`src/rtl/ata_probe_pkg.sv`:
```
package ata_probe_pkg;

    // task-file addresses seen by the PIO access port
    localparam logic [3:0] TF_NSECT  = 4'h2;
    localparam logic [3:0] TF_LBAL   = 4'h3;
    localparam logic [3:0] TF_DEVICE = 4'h6;
    localparam logic [3:0] TF_STATUS = 4'h7;
    localparam logic [3:0] TF_DEVCTL = 4'hE;

    localparam logic [7:0] SEL_DEV0  = 8'hA0;
    localparam logic [7:0] SEL_DEV1  = 8'hB0;
    localparam logic [7:0] CTL_IDLE  = 8'h08;
    localparam logic [7:0] CTL_SRST  = 8'h0C;
    localparam logic [7:0] PAT_A     = 8'h55;
    localparam logic [7:0] PAT_B     = 8'hAA;
    localparam logic [7:0] BUS_FLOAT = 8'hFF;
    localparam logic [7:0] SIG_ONE   = 8'h01;

    typedef enum logic [1:0] {
        ERR_NONE  = 2'd0,
        ERR_NODEV = 2'd1,
        ERR_BUSY  = 2'd2
    } err_e;

    typedef enum logic [1:0] {
        RET_PATTERN,
        RET_RESET,
        RET_DEV1,
        RET_FINISH
    } ret_e;

    typedef enum logic [3:0] {
        ST_IDLE,
        ST_SEL_WR,
        ST_SEL_WAIT,
        ST_PAT_WR,
        ST_PAT_RD_NS,
        ST_PAT_RD_LB,
        ST_RST_WR,
        ST_RST_WAIT,
        ST_SETTLE,
        ST_FLOAT_RD,
        ST_BSY_WAIT,
        ST_BSY_RD,
        ST_D1_RD_NS,
        ST_D1_RD_LB,
        ST_D1_WAIT,
        ST_DONE
    } state_e;

    // probe byte for write step 0..5: 55 AA AA 55 55 AA
    function automatic logic [7:0] probe_byte(input logic [2:0] step);
        return (step[0] ^ (step[2:1] == 2'd1)) ? PAT_B : PAT_A;
    endfunction

endpackage

```
`src/rtl/ata_us_tick.sv`:
```
module ata_us_tick #(
    parameter int TICK_DIV = 50
) (
    input  logic clk,
    input  logic rst_n,
    output logic tick
);
    localparam int TW = (TICK_DIV > 1) ? $clog2(TICK_DIV) : 1;

    typedef struct packed {
        logic [TW-1:0] cnt;
        logic          tick;
    } tick_t;

    tick_t q, d;

    always_comb begin
        d      = q;
        d.tick = 1'b0;
        if (q.cnt == TW'(TICK_DIV - 1)) begin
            d.cnt  = '0;
            d.tick = 1'b1;
        end else begin
            d.cnt = q.cnt + 1'b1;
        end
    end

    always_ff @(posedge clk or negedge rst_n) begin
        if (!rst_n) q <= '0;
        else        q <= d;
    end

    assign tick = q.tick;

    generate
        if (TICK_DIV > 1) begin : g_spacing
            // ticks are separated when the prescaler divides
            assert_tick_spacing_R12: assert property (@(posedge clk) disable iff (!rst_n)
                tick |=> !tick);
        end
    endgenerate

endmodule

```
`src/rtl/ata_delay.sv`:
```
module ata_delay #(
    parameter int DW = 8
) (
    input  logic          clk,
    input  logic          rst_n,
    input  logic          tick,
    input  logic          load,
    input  logic [DW-1:0] len,
    output logic          fire
);
    typedef struct packed {
        logic [DW-1:0] cnt;
        logic          busy;
        logic          fire;
    } dly_t;

    dly_t q, d;

    always_comb begin
        d      = q;
        d.fire = 1'b0;
        if (load) begin
            d.cnt  = len;
            d.busy = 1'b1;
        end else if (q.busy && tick) begin
            if (q.cnt <= DW'(1)) begin
                d.busy = 1'b0;
                d.fire = 1'b1;
            end else begin
                d.cnt = q.cnt - 1'b1;
            end
        end
    end

    always_ff @(posedge clk or negedge rst_n) begin
        if (!rst_n) q <= '0;
        else        q <= d;
    end

    assign fire = q.fire;

    // a freshly loaded delay never expires in the next cycle
    assert_load_no_fire_R12: assert property (@(posedge clk) disable iff (!rst_n)
        load |=> !fire);
    // expiry is a single-cycle strobe
    assert_fire_once_R12: assert property (@(posedge clk) disable iff (!rst_n)
        fire |=> !fire);

endmodule

```
`src/rtl/ata_probe_seq.sv`:
```
module ata_probe_seq
    import ata_probe_pkg::*;
#(
    parameter int TICK_DIV   = 50,
    parameter int SEL_US     = 1,
    parameter int SRST_US    = 20,
    parameter int SETTLE_US  = 150000,
    parameter int FAST_US    = 10,
    parameter int SLOW_US    = 50000,
    parameter int FAST_POLLS = 300,
    parameter int SLOW_POLLS = 200,
    parameter int DEV1_POLLS = 600
) (
    input  logic       clk,
    input  logic       rst_n,
    input  logic       start,
    output logic       reg_req,
    output logic       reg_we,
    output logic [3:0] reg_addr,
    output logic [7:0] reg_wdata,
    input  logic       reg_ack,
    input  logic [7:0] reg_rdata,
    output logic       done,
    output logic [1:0] dev_mask,
    output logic [1:0] err_code
);
    localparam int DLY_A   = (SEL_US > SRST_US) ? SEL_US : SRST_US;
    localparam int DLY_B   = (SETTLE_US > FAST_US) ? SETTLE_US : FAST_US;
    localparam int DLY_C   = (DLY_A > DLY_B) ? DLY_A : DLY_B;
    localparam int DLY_MAX = (DLY_C > SLOW_US) ? DLY_C : SLOW_US;
    localparam int DW      = $clog2(DLY_MAX + 1);
    localparam int POLL_A  = (FAST_POLLS > SLOW_POLLS) ? FAST_POLLS : SLOW_POLLS;
    localparam int POLL_MX = (POLL_A > DEV1_POLLS) ? POLL_A : DEV1_POLLS;
    localparam int PW      = (POLL_MX > 1) ? $clog2(POLL_MX + 1) : 1;

    typedef struct packed {
        state_e        st;
        ret_e          ret;
        logic          dev;
        logic [2:0]    step;
        logic [PW-1:0] poll;
        logic          slow;
        logic [7:0]    ns;
        logic [1:0]    mask;
        err_e          err;
        logic          done;
    } seq_t;

    seq_t q, d;

    logic          tick;
    logic          dly_load;
    logic [DW-1:0] dly_len;
    logic          dly_fire;

    ata_us_tick #(.TICK_DIV(TICK_DIV)) u_tick (
        .clk  (clk),
        .rst_n(rst_n),
        .tick (tick)
    );

    ata_delay #(.DW(DW)) u_delay (
        .clk  (clk),
        .rst_n(rst_n),
        .tick (tick),
        .load (dly_load),
        .len  (dly_len),
        .fire (dly_fire)
    );

    always_comb begin
        d         = q;
        d.done    = 1'b0;
        reg_req   = 1'b0;
        reg_we    = 1'b0;
        reg_addr  = '0;
        reg_wdata = '0;
        dly_load  = 1'b0;
        dly_len   = '0;

        case (q.st)
            ST_IDLE: begin
                if (start) begin
                    d.mask = 2'b00;
                    d.err  = ERR_NONE;
                    d.dev  = 1'b0;
                    d.ret  = RET_PATTERN;
                    d.st   = ST_SEL_WR;
                end
            end

            ST_SEL_WR: begin
                reg_req   = 1'b1;
                reg_we    = 1'b1;
                reg_addr  = TF_DEVICE;
                reg_wdata = q.dev ? SEL_DEV1 : SEL_DEV0;
                if (reg_ack) begin
                    dly_load = 1'b1;
                    dly_len  = DW'(SEL_US);
                    d.st     = ST_SEL_WAIT;
                end
            end

            ST_SEL_WAIT: begin
                if (dly_fire) begin
                    d.step = '0;
                    case (q.ret)
                        RET_PATTERN: d.st = ST_PAT_WR;
                        RET_RESET:   d.st = ST_RST_WR;
                        RET_DEV1:    d.st = ST_D1_RD_NS;
                        default:     d.st = ST_DONE;
                    endcase
                end
            end

            ST_PAT_WR: begin
                reg_req   = 1'b1;
                reg_we    = 1'b1;
                reg_addr  = q.step[0] ? TF_LBAL : TF_NSECT;
                reg_wdata = probe_byte(q.step);
                if (reg_ack) begin
                    if (q.step == 3'd5) d.st = ST_PAT_RD_NS;
                    else                d.step = q.step + 3'd1;
                end
            end

            ST_PAT_RD_NS: begin
                reg_req  = 1'b1;
                reg_addr = TF_NSECT;
                if (reg_ack) begin
                    d.ns = reg_rdata;
                    d.st = ST_PAT_RD_LB;
                end
            end

            ST_PAT_RD_LB: begin
                reg_req  = 1'b1;
                reg_addr = TF_LBAL;
                if (reg_ack) begin
                    if (q.ns == PAT_A && reg_rdata == PAT_B) begin
                        d.mask[q.dev] = 1'b1;
                        d.dev = 1'b0;
                        d.ret = RET_RESET;
                        d.st  = ST_SEL_WR;
                    end else if (!q.dev) begin
                        d.dev = 1'b1;
                        d.ret = RET_PATTERN;
                        d.st  = ST_SEL_WR;
                    end else begin
                        d.err = ERR_NODEV;
                        d.st  = ST_DONE;
                    end
                end
            end

            ST_RST_WR: begin
                reg_req   = 1'b1;
                reg_we    = 1'b1;
                reg_addr  = TF_DEVCTL;
                reg_wdata = (q.step == 3'd1) ? CTL_SRST : CTL_IDLE;
                if (reg_ack) begin
                    dly_load = 1'b1;
                    if (q.step == 3'd2) begin
                        dly_len = DW'(SETTLE_US);
                        d.st    = ST_SETTLE;
                    end else begin
                        dly_len = DW'(SRST_US);
                        d.st    = ST_RST_WAIT;
                    end
                end
            end

            ST_RST_WAIT: begin
                if (dly_fire) begin
                    d.step = q.step + 3'd1;
                    d.st   = ST_RST_WR;
                end
            end

            ST_SETTLE: begin
                if (dly_fire) d.st = ST_FLOAT_RD;
            end

            ST_FLOAT_RD: begin
                reg_req  = 1'b1;
                reg_addr = TF_STATUS;
                if (reg_ack) begin
                    d.poll = '0;
                    if (reg_rdata == BUS_FLOAT) begin
                        d.mask = 2'b00;
                        d.err  = ERR_NODEV;
                        d.st   = ST_DONE;
                    end else if (q.mask[0]) begin
                        d.slow   = 1'b0;
                        dly_load = 1'b1;
                        dly_len  = DW'(FAST_US);
                        d.st     = ST_BSY_WAIT;
                    end else begin
                        d.dev = 1'b1;
                        d.ret = RET_DEV1;
                        d.st  = ST_SEL_WR;
                    end
                end
            end

            ST_BSY_WAIT: begin
                if (dly_fire) d.st = ST_BSY_RD;
            end

            ST_BSY_RD: begin
                reg_req  = 1'b1;
                reg_addr = TF_STATUS;
                if (reg_ack) begin
                    if (reg_rdata == BUS_FLOAT || !reg_rdata[7]) begin
                        if (reg_rdata == BUS_FLOAT) begin
                            d.mask = 2'b00;
                            d.err  = ERR_NODEV;
                        end
                        d.dev = 1'b0;
                        d.ret = RET_FINISH;
                        d.st  = ST_SEL_WR;
                    end else if (!q.slow && q.poll == PW'(FAST_POLLS - 1)) begin
                        d.slow   = 1'b1;
                        d.poll   = '0;
                        dly_load = 1'b1;
                        dly_len  = DW'(SLOW_US);
                        d.st     = ST_BSY_WAIT;
                    end else if (q.slow && q.poll == PW'(SLOW_POLLS - 1)) begin
                        d.err = ERR_BUSY;
                        d.dev = 1'b0;
                        d.ret = RET_FINISH;
                        d.st  = ST_SEL_WR;
                    end else begin
                        d.poll   = q.poll + 1'b1;
                        dly_load = 1'b1;
                        dly_len  = q.slow ? DW'(SLOW_US) : DW'(FAST_US);
                        d.st     = ST_BSY_WAIT;
                    end
                end
            end

            ST_D1_RD_NS: begin
                reg_req  = 1'b1;
                reg_addr = TF_NSECT;
                if (reg_ack) begin
                    d.ns = reg_rdata;
                    d.st = ST_D1_RD_LB;
                end
            end

            ST_D1_RD_LB: begin
                reg_req  = 1'b1;
                reg_addr = TF_LBAL;
                if (reg_ack) begin
                    if (q.ns == SIG_ONE && reg_rdata == SIG_ONE) begin
                        d.poll   = '0;
                        d.slow   = 1'b0;
                        dly_load = 1'b1;
                        dly_len  = DW'(FAST_US);
                        d.st     = ST_BSY_WAIT;
                    end else if (q.poll == PW'(DEV1_POLLS - 1)) begin
                        d.mask = 2'b00;
                        d.err  = ERR_NODEV;
                        d.dev  = 1'b0;
                        d.ret  = RET_FINISH;
                        d.st   = ST_SEL_WR;
                    end else begin
                        d.poll   = q.poll + 1'b1;
                        dly_load = 1'b1;
                        dly_len  = DW'(SLOW_US);
                        d.st     = ST_D1_WAIT;
                    end
                end
            end

            ST_D1_WAIT: begin
                if (dly_fire) d.st = ST_SEL_WR;
            end

            default: begin
                d.done = 1'b1;
                d.st   = ST_IDLE;
            end
        endcase
    end

    always_ff @(posedge clk or negedge rst_n) begin
        if (!rst_n) begin
            q      <= '0;
            q.st   <= ST_IDLE;
            q.ret  <= RET_PATTERN;
            q.err  <= ERR_NONE;
        end else begin
            q <= d;
        end
    end

    assign done     = q.done;
    assign dev_mask = q.mask;
    assign err_code = q.err;

    // a pending request keeps its command until acknowledged
    assert_req_stable_R11: assert property (@(posedge clk) disable iff (!rst_n)
        (reg_req && !reg_ack) |=> (reg_req && $stable(reg_we) && $stable(reg_addr) && $stable(reg_wdata)));
    // never more than one device recorded
    assert_single_dev_R4: assert property (@(posedge clk) disable iff (!rst_n)
        $onehot0(dev_mask));
    // a busy timeout is only reported for a recorded device
    assert_busy_has_dev_R9: assert property (@(posedge clk) disable iff (!rst_n)
        (done && err_code == ERR_BUSY) |-> (dev_mask != 2'b00));
    // a no-device report carries an empty mask
    assert_nodev_empty_R5: assert property (@(posedge clk) disable iff (!rst_n)
        (done && err_code == ERR_NODEV) |-> (dev_mask == 2'b00));
    // the control register only ever sees the idle or reset value
    assert_ctl_values_R6: assert property (@(posedge clk) disable iff (!rst_n)
        (reg_req && reg_we && reg_addr == TF_DEVCTL) |-> (reg_wdata == CTL_IDLE || reg_wdata == CTL_SRST));
    // done is a single-cycle pulse with no access pending
    assert_done_pulse_R10: assert property (@(posedge clk) disable iff (!rst_n)
        done |=> !done);
    // delay expiry arrives only while the sequencer is waiting on it
    assert_fire_in_wait_R12: assert property (@(posedge clk) disable iff (!rst_n)
        dly_fire |-> (q.st == ST_SEL_WAIT || q.st == ST_RST_WAIT || q.st == ST_SETTLE ||
                      q.st == ST_BSY_WAIT || q.st == ST_D1_WAIT));

endmodule

```
`config.mk`:
```
export PLATFORM = sky130hd
export DESIGN_NAME = ata_probe_seq
export DESIGN_NICKNAME = d
export VERILOG_FILES = /design/src/rtl/ata_probe_pkg.sv /design/src/rtl/ata_us_tick.sv /design/src/rtl/ata_delay.sv /design/src/rtl/ata_probe_seq.sv
export SDC_FILE = /design/constraint.sdc
export NUM_CORES = 1
export LEC_CHECK = 0
export CORE_ASPECT_RATIO = 1.2
export CORE_MARGIN = 4
export CORE_UTILIZATION = 47
export CTS_BUF_LIST = sky130_fd_sc_hd__clkbuf_2 sky130_fd_sc_hd__clkbuf_4 sky130_fd_sc_hd__clkbuf_8
export DETAILED_ROUTE_END_ITERATION = 10
export DONT_BUFFER_PORTS = 1
export PLACE_DENSITY = 0.63
export REMOVE_ABC_BUFFERS = 1
export SLEW_MARGIN = 15
export SYNTH_ARGS = -nofsm -noshare
export SYNTH_HDL_FRONTEND = slang
export SYNTH_HIERARCHICAL = 1
export SYNTH_SLANG_ARGS = --single-unit
```
`constraint.sdc`:
```
create_clock -name clk -period 3.5 [get_ports clk]
set_input_delay 0.875 -clock clk [delete_from_list [all_inputs] [get_ports clk]]
set_output_delay 0.875 -clock clk [all_outputs]
set_load 0.01 [all_outputs]
```
======== After elaboration in Yosys (flattened, before gate mapping) ========
Cells that the tools add are included.
storage, ports and cells
  register bits after elaboration ......... 61
  input bits .............................. 12
  output and inout port bits .............. 19
  word-level logic and storage cells ...... 237
operators by class
  add/subtract/negate cells ............... 4
  order comparisons ....................... 3
  equal/unequal tests ..................... 64
  mux-type cells .......................... 115
  bitwise gates (word level) .............. 2
  reduce and logical (&&, ||, !) cells .... 34
operators with widths
  operator                                              number
  two-way mux 16 bit                                    8
  two-way mux 4 bit                                     30
  case mux 18 bit (5 select lines)                      1
  case mux 4 bit (15 select lines)                      1
  two-way mux 18 bit                                    3
  inequality test 2 bit, second input constant          25
  two-way mux 7 bit                                     7
  two-way mux 11 bit                                    4
  two-way mux 10 bit                                    4
  two-way mux 3 bit                                     12
  case mux 11 bit (3 select lines)                      1
  equality test 4 bit, second input constant            7
  case mux 4 bit (6 select lines)                       1
  case mux 8 bit (3 select lines)                       1
  AND reduction 12 bit                                  2
  two-way mux 1 bit                                     23
  two-way mux 20 bit                                    1
  case mux 4 bit (5 select lines)                       1
  two-way mux 19 bit                                    1
  <= comparator 18 x 1 -> 1 bit, second input constant  1
  subtractor 18 x 1 -> 18 bit, second input constant    1
  equality test 4 x 3 -> 1 bit, second input constant   4
  equality test 8 x 1 -> 1 bit, second input constant   2
  equality test 8 bit, second input constant            2
  other kinds (49)                                      79

======== Depth between registers and ports, before layout ========
Gate-level depths: netlist (run 1).
  depth in word-level cells ............... 9
  gate-level depth with buffers ........... 12

======== Cells and area by module ========
Netlist (run 1), hierarchy kept.
modules (own cells, without submodules)
  module         times used  cells each  area each (um^2)  sequential area each (um^2)
  ata_probe_seq  1           309         2,697.6           850.8
  ata_delay      1           151         1,293.7           500.5
  ata_us_tick    1           27          310.3             175.2

======== Least setup slack after synthesis (run 1) ========
OpenSTA, ideal clock, no wires.
  path type ............................... input port to flip-flop
  start ................................... input reg_rdata[2]
  end ..................................... register u_delay/q[13] (netlist bit)
  data arrival time ....................... 3.447 ns
  required time ........................... 3.435 ns
  path slack .............................. -0.012 ns
  stages .................................. 10
  buffers on the path ..................... 1
  path through ............................ or4_4 > nor4_1 > o21ai_0 > clkbuf_1 > a41oi_1 > inv_1 > o21ai_0 > nor3_4 > o31ai_1 > o21a_1
between the ends
  cells in the longest elaborated chain, start to end .. 7
  elaborated cells between the ends (all ways) .. 20
RTL lines
  element                                                                       RTL line                                                          text
  start, declared                                                               ata_probe_seq.sv:22                                               input logic [7:0] reg_rdata,
  equality test 8 x 1 -> 1 bit or equality test 8 bit (tied branches)           ata_probe_seq.sv:255, ata_probe_seq.sv:189, ata_probe_seq.sv:214
  logical AND 1 bit or logical OR 1 bit (tied branches)                         ata_probe_seq.sv:255, ata_probe_seq.sv:214
  two-way mux 1 bit, on equally long branches                                   ata_probe_seq.sv:255, ata_probe_seq.sv:214
  two-way mux 1 bit, on equally long branches                                   ata_probe_seq.sv:254, ata_probe_seq.sv:213
  case mux 1 bit (4 select lines) *                                             ata_probe_seq.sv:81                                               case (q.st)
  net dly_load                                                                  ata_probe_seq.sv:52                                               logic dly_load;
  inequality test 2 bit (no source line) or nonzero test 2 bit (tied branches)  --
  AND reduction 2 bit (no source line)                                          --
  end signal, assigned                                                          ata_delay.sv:36                                                   if (!rst_n) q <= '0;
  end signal, assigned                                                          ata_delay.sv:37                                                   else q <= d;
  end, declared                                                                 ata_delay.sv:17                                                   dly_t q, d;
Mark *: on every way through the listed nets, which the timed path passes. The rest lies on a longest branch.
A chain may end at the register's enable or synchronous reset.

======== Worst setup path in the final report (run 1) ========
Same ends and word-level chain as after synthesis.

==> results.json, run 1 <==
{
  "row_count": 38,
  "cts_max_level": 3,
  "grt_use_met3_pct": 3.06,
  "pre_cts_ws_ns": -0.00493,
  "diodes": 0,
  "drive_gt1_share_pct": 15.2,
  "root_buffer": "clkbuf_8",
  "final_area_sq_um": 4670,
  "antenna_found_initial": 0,
  "synth_cell_type_count": 82,
  "clock_sinks": 61,
  "synth-seq-cells": 61,
  "busiest_layer": "met2",
  "setup_viol": 0,
  "post-route-period-util_pct": 88.1,
  "synth_top_area_share_pct": 35.5,
  "io_buffer_count": 0,
  "use_met2_pct": 36.9,
  "slowest_stage": "or4_4",
  "vias": 3964,
  "overflow": 0,
  "syn_area_sq_um": 4300,
  "yosys_warnings": 6,
  "async_reset_ff_share_pct": 100,
  "final_util_pct": 52.0,
  "cp_common_cell": "buf_4",
  "cts.path.max_buffers": 2,
  "fin_ws_ns": 0.417,
  "viasPerCell": 6.38,
  "routed_wl_um": 11500,
  "slew_headroom_pct": 34.2,
  "grt_pass1_wl_um": 18900,
  "cts-buffers-inserted": 9,
  "cts_tree": "yes",
  "tns_ns": 0,
  "io_pins": 31,
  "finalClockSkew_ns": 0.00529,
  "first_iter_violations": 280,
  "synthToLayoutAreaGrowth_pct": 8.64,
  "syn_inst": 487,
  "clk_latency_ns": 0.35,
  "ant_nets": 0,
  "required_ns": 3.78,
  "drc": 0,
  "outcome": "finished clean",
  "initial_core_util_pct": 47.9,
  "yosys-top-cells-area": "dfrtp_1 35%, nor2_1 4.1%, o21ai_0 4.0%",
  "crit_chain": "or4_4 > nor4_1 > buf_4 > o21ai_1 > a41oi_2 > inv_1 > o21ai_0 > nor3_4 > buf_4 > o31ai_1 > o21a_1",
  "fillerInstances": 812,
  "fin_hold_ws_ns": 0.213,
  "seq_area_frac_synth_pct": 35.5,
  "grt_max_degree": 62,
  "grt_pass1_vias": 3802,
  "worstPathMaxFanout": 8,
  "worst_pin_slew_ns": 0.979,
  "hold_viol_final": 0,
  "gp_congestion": 0.876,
  "hpwlAfterDp_um": 8360,
  "synth_edf_count": 0,
  "fin_nets": 519,
  "die_y_um": 113,
  "place_area_sq_um": 4440,
  "cpPeakStageDelay_ns": 0.51,
  "netlist.top_cell.by_area": "dfrtp_1",
  "drv_cap": 0,
  "post-route-min-period_ns": 3.08,
  "wl_per_cell_um": 18.6,
  "post-place-cells": 602,
  "powerDensity_nw_per_um2": 726,
  "total_power_mw": 3.39,
  "hp-class": "input pin to asynchronous set/reset pin",
  "track_usage_pct": 22.1,
  "die_area_sq_um": 10800,
  "arrival_ns": 3.37,
  "fp.coreArea_sq_um": 8990,
  "worst-setup-path-type": "input pin to flop",
  "use_met1_pct": 28.6,
  "leakage_nw": 1.86,
  "fin_cells": 621,
  "crit_path_end_kind": "flop",
  "max_freq_mhz": 324,
  "drv_slew": 0,
  "fp.dieW_um": 95.3,
  "cts.clk_slew.worst_paths_ns": 0.07,
  "crit_path_start_kind": "input pin",
  "rsz0062_at_grt": "false",
  "dr.pass1.iters": 5,
  "ctsHoldBuffers": 0,
  "syn_avg_cell_area_sq_um": 8.83,
  "synth-main-ff-cell": "dfrtp_1",
  "max-vdd-ir-drop_mv": 0.379
}
==> worst paths after layout <==
check                             start            end  slack (ns)  cells past startpoint
min in group clk                   q[5]           q[5]        0.50                      1
max reg2reg                       q[14]  u_delay/q[17]        0.45                     10
max in group asynchronous         rst_n   u_delay/q[4]        3.17                      0
max                        reg_rdata[2]  u_delay/q[13]        0.42                     11
min                               rst_n           q[6]        0.21                      0
min reg2reg                        q[5]           q[5]        0.50                      1
==> cell families (layout without fill, tap and decap cells) <==
logic type	after synthesis	in the layout	share of synthesized area (%)
adders and majority gates	11	11	3.20
and+or+nand+nor	199	199	26.2
muxes	18	18	4.60
other	1	4	0.0872
AOI/OAI and AO/OA	148	148	24.2
buffers and inverters	45	56	5.38
xor gates and xnor gates	4	4	0.815
DFF	61	61	35.5
==> synth_stat cells, types with 10 or more instances <==
cell	count
o21ai_0	34
nor2b_1	13
inv_1	20
mux2_2	14
nand3_1	17
nor2_1	47
ha_1	11
clkbuf_1	10
a21oi_1	26
nand2_1	36
nor3_1	19
dfrtp_1	61
==> cell usage in the layout, fill, tap and decap left out, types with 3 or more instances in the layout <==
| master | n |
|---|---|
| a211o_1 | 4 |
| a21oi_1 | 26 |
| a221o_1 | 3 |
| a22o_1 | 9 |
| a22oi_1 | 7 |
| a31oi_1 | 6 |
| a41oi_1 | 5 |
| and2_1 | 3 |
| and3_1 | 6 |
| buf_4 | 18 |
| clkbuf_8 | 10 |
| conb_1 | 4 |
| dfrtp_1 | 61 |
| ha_1 | 11 |
| inv_1 | 20 |
| mux2_2 | 14 |
| mux2i_1 | 4 |
| nand2_1 | 36 |
| nand2b_1 | 5 |
| nand3_1 | 17 |
| nand4_1 | 9 |
| nor2_1 | 47 |
| nor2b_1 | 13 |
| nor3_1 | 19 |
| nor4_1 | 5 |
| o211ai_1 | 3 |
| o21a_1 | 5 |
| o21ai_0 | 33 |
| o21ai_1 | 6 |
| o221ai_1 | 4 |
| o22ai_1 | 3 |
| o311ai_0 | 4 |
| o31ai_1 | 5 |
| or3_1 | 4 |
| or4_4 | 5 |
| xnor2_1 | 3 |
==> state kept, by name, indices dropped and copies added, names as in the netlist <==
register,cells
dev_mask,2
done,1
err_code,2
q,29
u_delay/fire,1
u_delay/q,19
u_tick/q,6
u_tick/tick,1
==> worst max-delay path: cells and delay by family <==
family                 cells  cell delay [ns]
AO/OA/AOI/OAI              5             1.09
AND/OR/NAND/NOR            3             0.93
buffers and inverters      3             0.47
==> report_power, final <==
part	internal [mW]	leakage (nW)	total [mW]	switching, mW
clock network	0.362	0.103	0.648	0.286
registers	0.884	0.785	1.12	0.235
logic	0.658	0.974	1.63	0.968
==> final cells by class <==
cell class | instances | area, sq um | share of cell area [%]
Clock buffer | 12 | 153 | 3.27
Clock inverter | 4 | 47.5 | 1.02
Inverter | 21 | 78.8 | 1.69
Multi-Input combinational cell | 384 | 2560 | 54.8
Sequential cell | 61 | 1530 | 32.7
Tap cell | 120 | 150 | 3.21
Timing Repair Buffer | 19 | 155 | 3.32
==> repair_timing <==
item,in CTS,in global routing
resized for setup,0,1
endpoints found under the setup margin,0,14
setup buffers,0,3
endpoints found under the hold margin,0,0
==> layer usage <==
layer	wire, um	share of wire (%)	vias to the layer above
li1	-	-	1858
met1	4920	43	1967
met2	5830	51	123
met3	610	5.3	16
met4	161	1.4	0
met5	0	0	-
No activity file was read; power rests on OpenSTA's default activity.
==> inputs of run 2 (changes only) <==
Settings changed: SYNTH_HIERARCHICAL 1 to default.
==> run 2 against run 1 <==
Effect of this change: clock power fell by 1%; largest power group unchanged; setup slack worse by 0.0069 ns; hold slack improved by 0.0049 ns; sequential share of layout area is 4.0 points higher; largest cell class unchanged; synthesized area down 9.0%; total power shrank 3.4%.
==> results.json, run 2 <==
{
  "hp-class": "input pin to asynchronous set/reset pin",
  "synth-seq-cells": 61,
  "die_y_um": 108,
  "cts_tree": "yes",
  "io_buffer_count": 0,
  "cts_resized": 0,
  "synth_cell_type_count": 65,
  "finalClockSkew_ns": 0.00770,
  "powerDensity_nw_per_um2": 786,
  "synth_top_area_share_pct": 39.0,
  "outcome": "finished clean",
  "worst_pin_slew_ns": 0.903,
  "io_pins": 31,
  "seq_area_frac_synth_pct": 39.0,
  "worstReg2RegEnd": "u_delay.q[8]",
  "drv_cap": 0,
  "synth-main-ff-cell": "dfrtp_1",
  "largestRegisters": "q x29, u_delay.q x19, u_tick.q x6",
  "leakage_nw": 1.78,
  "setup_viol": 0,
  "pre_cts_ws_ns": 0.575,
  "drc": 0,
  "cts-buffers-inserted": 9,
  "cpPeakStageDelay_ns": 0.75,
  "drive_gt1_share_pct": 10.2,
  "regMostFlops": "q",
  "yosysMostFrequentCell": "dfrtp_1",
  "overflow": 0,
  "ant_nets": 0,
  "crit_path_end_kind": "output pin",
  "grt_max_degree": 62,
  "crit_path_start_kind": "flop",
  "final_area_sq_um": 4170,
  "dr.pass1.iters": 5,
  "rsz0062_at_grt": "false",
  "fillerInstances": 765,
  "r2r-start": "q[32]",
  "cts_max_level": 3,
  "synthToLayoutAreaGrowth_pct": 6.39,
  "cts.path.max_buffers": 2,
  "hpwlAfterDp_um": 6620,
  "max-vdd-ir-drop_mv": 0.605,
  "post-route-period-util_pct": 88.3,
  "fin_ws_ns": 0.410,
  "worst-setup-path-type": "flop to output pin",
  "clk_latency_ns": 0.34,
  "yosys_warnings": 0,
  "antenna_found_initial": 0,
  "initial_core_util_pct": 48.3,
  "tns_ns": 0,
  "fp.dieW_um": 91.3,
  "required_ns": 2.62,
  "grt_pass1_vias": 3229,
  "synth_common_cells": "61 x dfrtp_1, 56 x nor2_1, 36 x o21ai_0",
  "hold_viol_final": 0,
  "grt_pass1_wl_um": 15600,
  "fin_nets": 470,
  "viasPerCell": 6.07,
  "fin_hold_ws_ns": 0.218,
  "rrSetupSlack_ns": 0.65,
  "first_iter_violations": 216,
  "vias": 3321,
  "crit_chain": "nor4_1 > buf_4 > a21o_1",
  "final_cell_mix": "61 x dfrtp_1, 56 x nor2_1, 36 x o21ai_0",
  "arrival_ns": 2.21,
  "slowest_stage": "nor4_1",
  "largest_reg_flops": 29,
  "track_usage_pct": 19.6,
  "syn_area_sq_um": 3920,
  "cts.clk_slew.worst_paths_ns": 0.07,
  "fp.coreArea_sq_um": 8110,
  "max_freq_mhz": 324,
  "synth_edf_count": 0,
  "syn_avg_cell_area_sq_um": 8.66,
  "ctsHoldBuffers": 0,
  "post_cts_buffers": 0,
  "routed_wl_um": 9200,
  "clock_sinks": 61,
  "drv_slew": 0,
  "slew_headroom_pct": 39.5,
  "gp_congestion": 0.898,
  "die_area_sq_um": 9860,
  "async_reset_ff_share_pct": 100,
  "place_area_sq_um": 3970,
  "syn_inst": 452,
  "diodes": 0,
  "post-route-min-period_ns": 3.09,
  "yosys-top-cells-area": "dfrtp_1 39%, nor2_1 5.4%, o21ai_0 4.6%",
  "final_common_cell": "dfrtp_1",
  "netlist.top_cell.by_area": "dfrtp_1",
  "row_count": 36,
  "root_buffer": "clkbuf_8",
  "ff2ff_path_depth": 7,
  "final_util_pct": 51.4,
  "worstPathMaxFanout": 30,
  "wl_per_cell_um": 16.8
}
run 2: how the worst max path moves through the flow:
| stage | slack, ns | startpoint | end |
|---|---|---|---|
| after global routing | 0.29 | q[32] | reg_wdata[2] |
| after floorplan | 0.73 | q[30] | reg_wdata[4] |
| final | 0.41 | q[32] | reg_wdata[2] |
| after detailed placement | 0.57 | reg_rdata[2] | u_delay.q[8] |
| after global placement | 0.65 | reg_rdata[2] | u_delay.q[8] |
| after CTS | 0.45 | q[32] | reg_wdata[2] |
run 2: area by class of cell:
type / count / area [sq um] / share of cell area, %
Multi-Input combinational cell: 351 / 2210 / 53.1
Sequential cell: 61 / 1530 / 36.6
Clock buffer: 10 / 138 / 3.30
Tap cell: 95 / 119 / 2.85
Inverter: 19 / 71.3 / 1.71
Clock inverter: 6 / 62.6 / 1.50
Timing Repair Buffer: 5 / 37.5 / 0.901
run 2: power by group:
group	total (mW)	leakage [nW]	switching, mW	internal, mW
clock	0.640	0.0943	0.295	0.345
sequential	1.18	0.789	0.262	0.916
combinational	1.46	0.896	0.866	0.592
run 2: cells by family (layout without fill, tap and decap cells):
logic type	Yosys count	in the layout	synth area share, %
DFF	61	61	39.0
adders and majority gates	11	11	3.51
buffers and inverters	40	40	4.54
AOI/OAI and AO/OA	124	124	20.6
and+or+nand+nor	194	194	26.9
muxes	9	9	2.59
xor gates and xnor gates	13	13	2.91
run 2: worst max-delay path: cells and delay by family, from the launching register on:
kind            cells  cell delay (ns)
compound gates      1             0.14
buf+inv             1             0.27
flops               1             0.71
simple gates        1             0.75
run 2: layer usage:
metal	vias up	share of wire, %	track usage, %
met5	-	0	0
met4	0	2.9	8.84
met3	23	4.8	4.80
met2	83	49	32.8
met1	1580	43	24.2
li1	1635	-	-
run 2: per-stage QoR:
| stage | total power [mW] | cells |
|---|---|---|
| after detailed placement | 2.64 | 531 |
| after CTS | 3.29 | 547 |
| after global placement | 2.61 | 531 |
| final | 3.28 | 547 |
| after global routing | 3.56 | 547 |
| after floorplan | 2.25 | 431 |
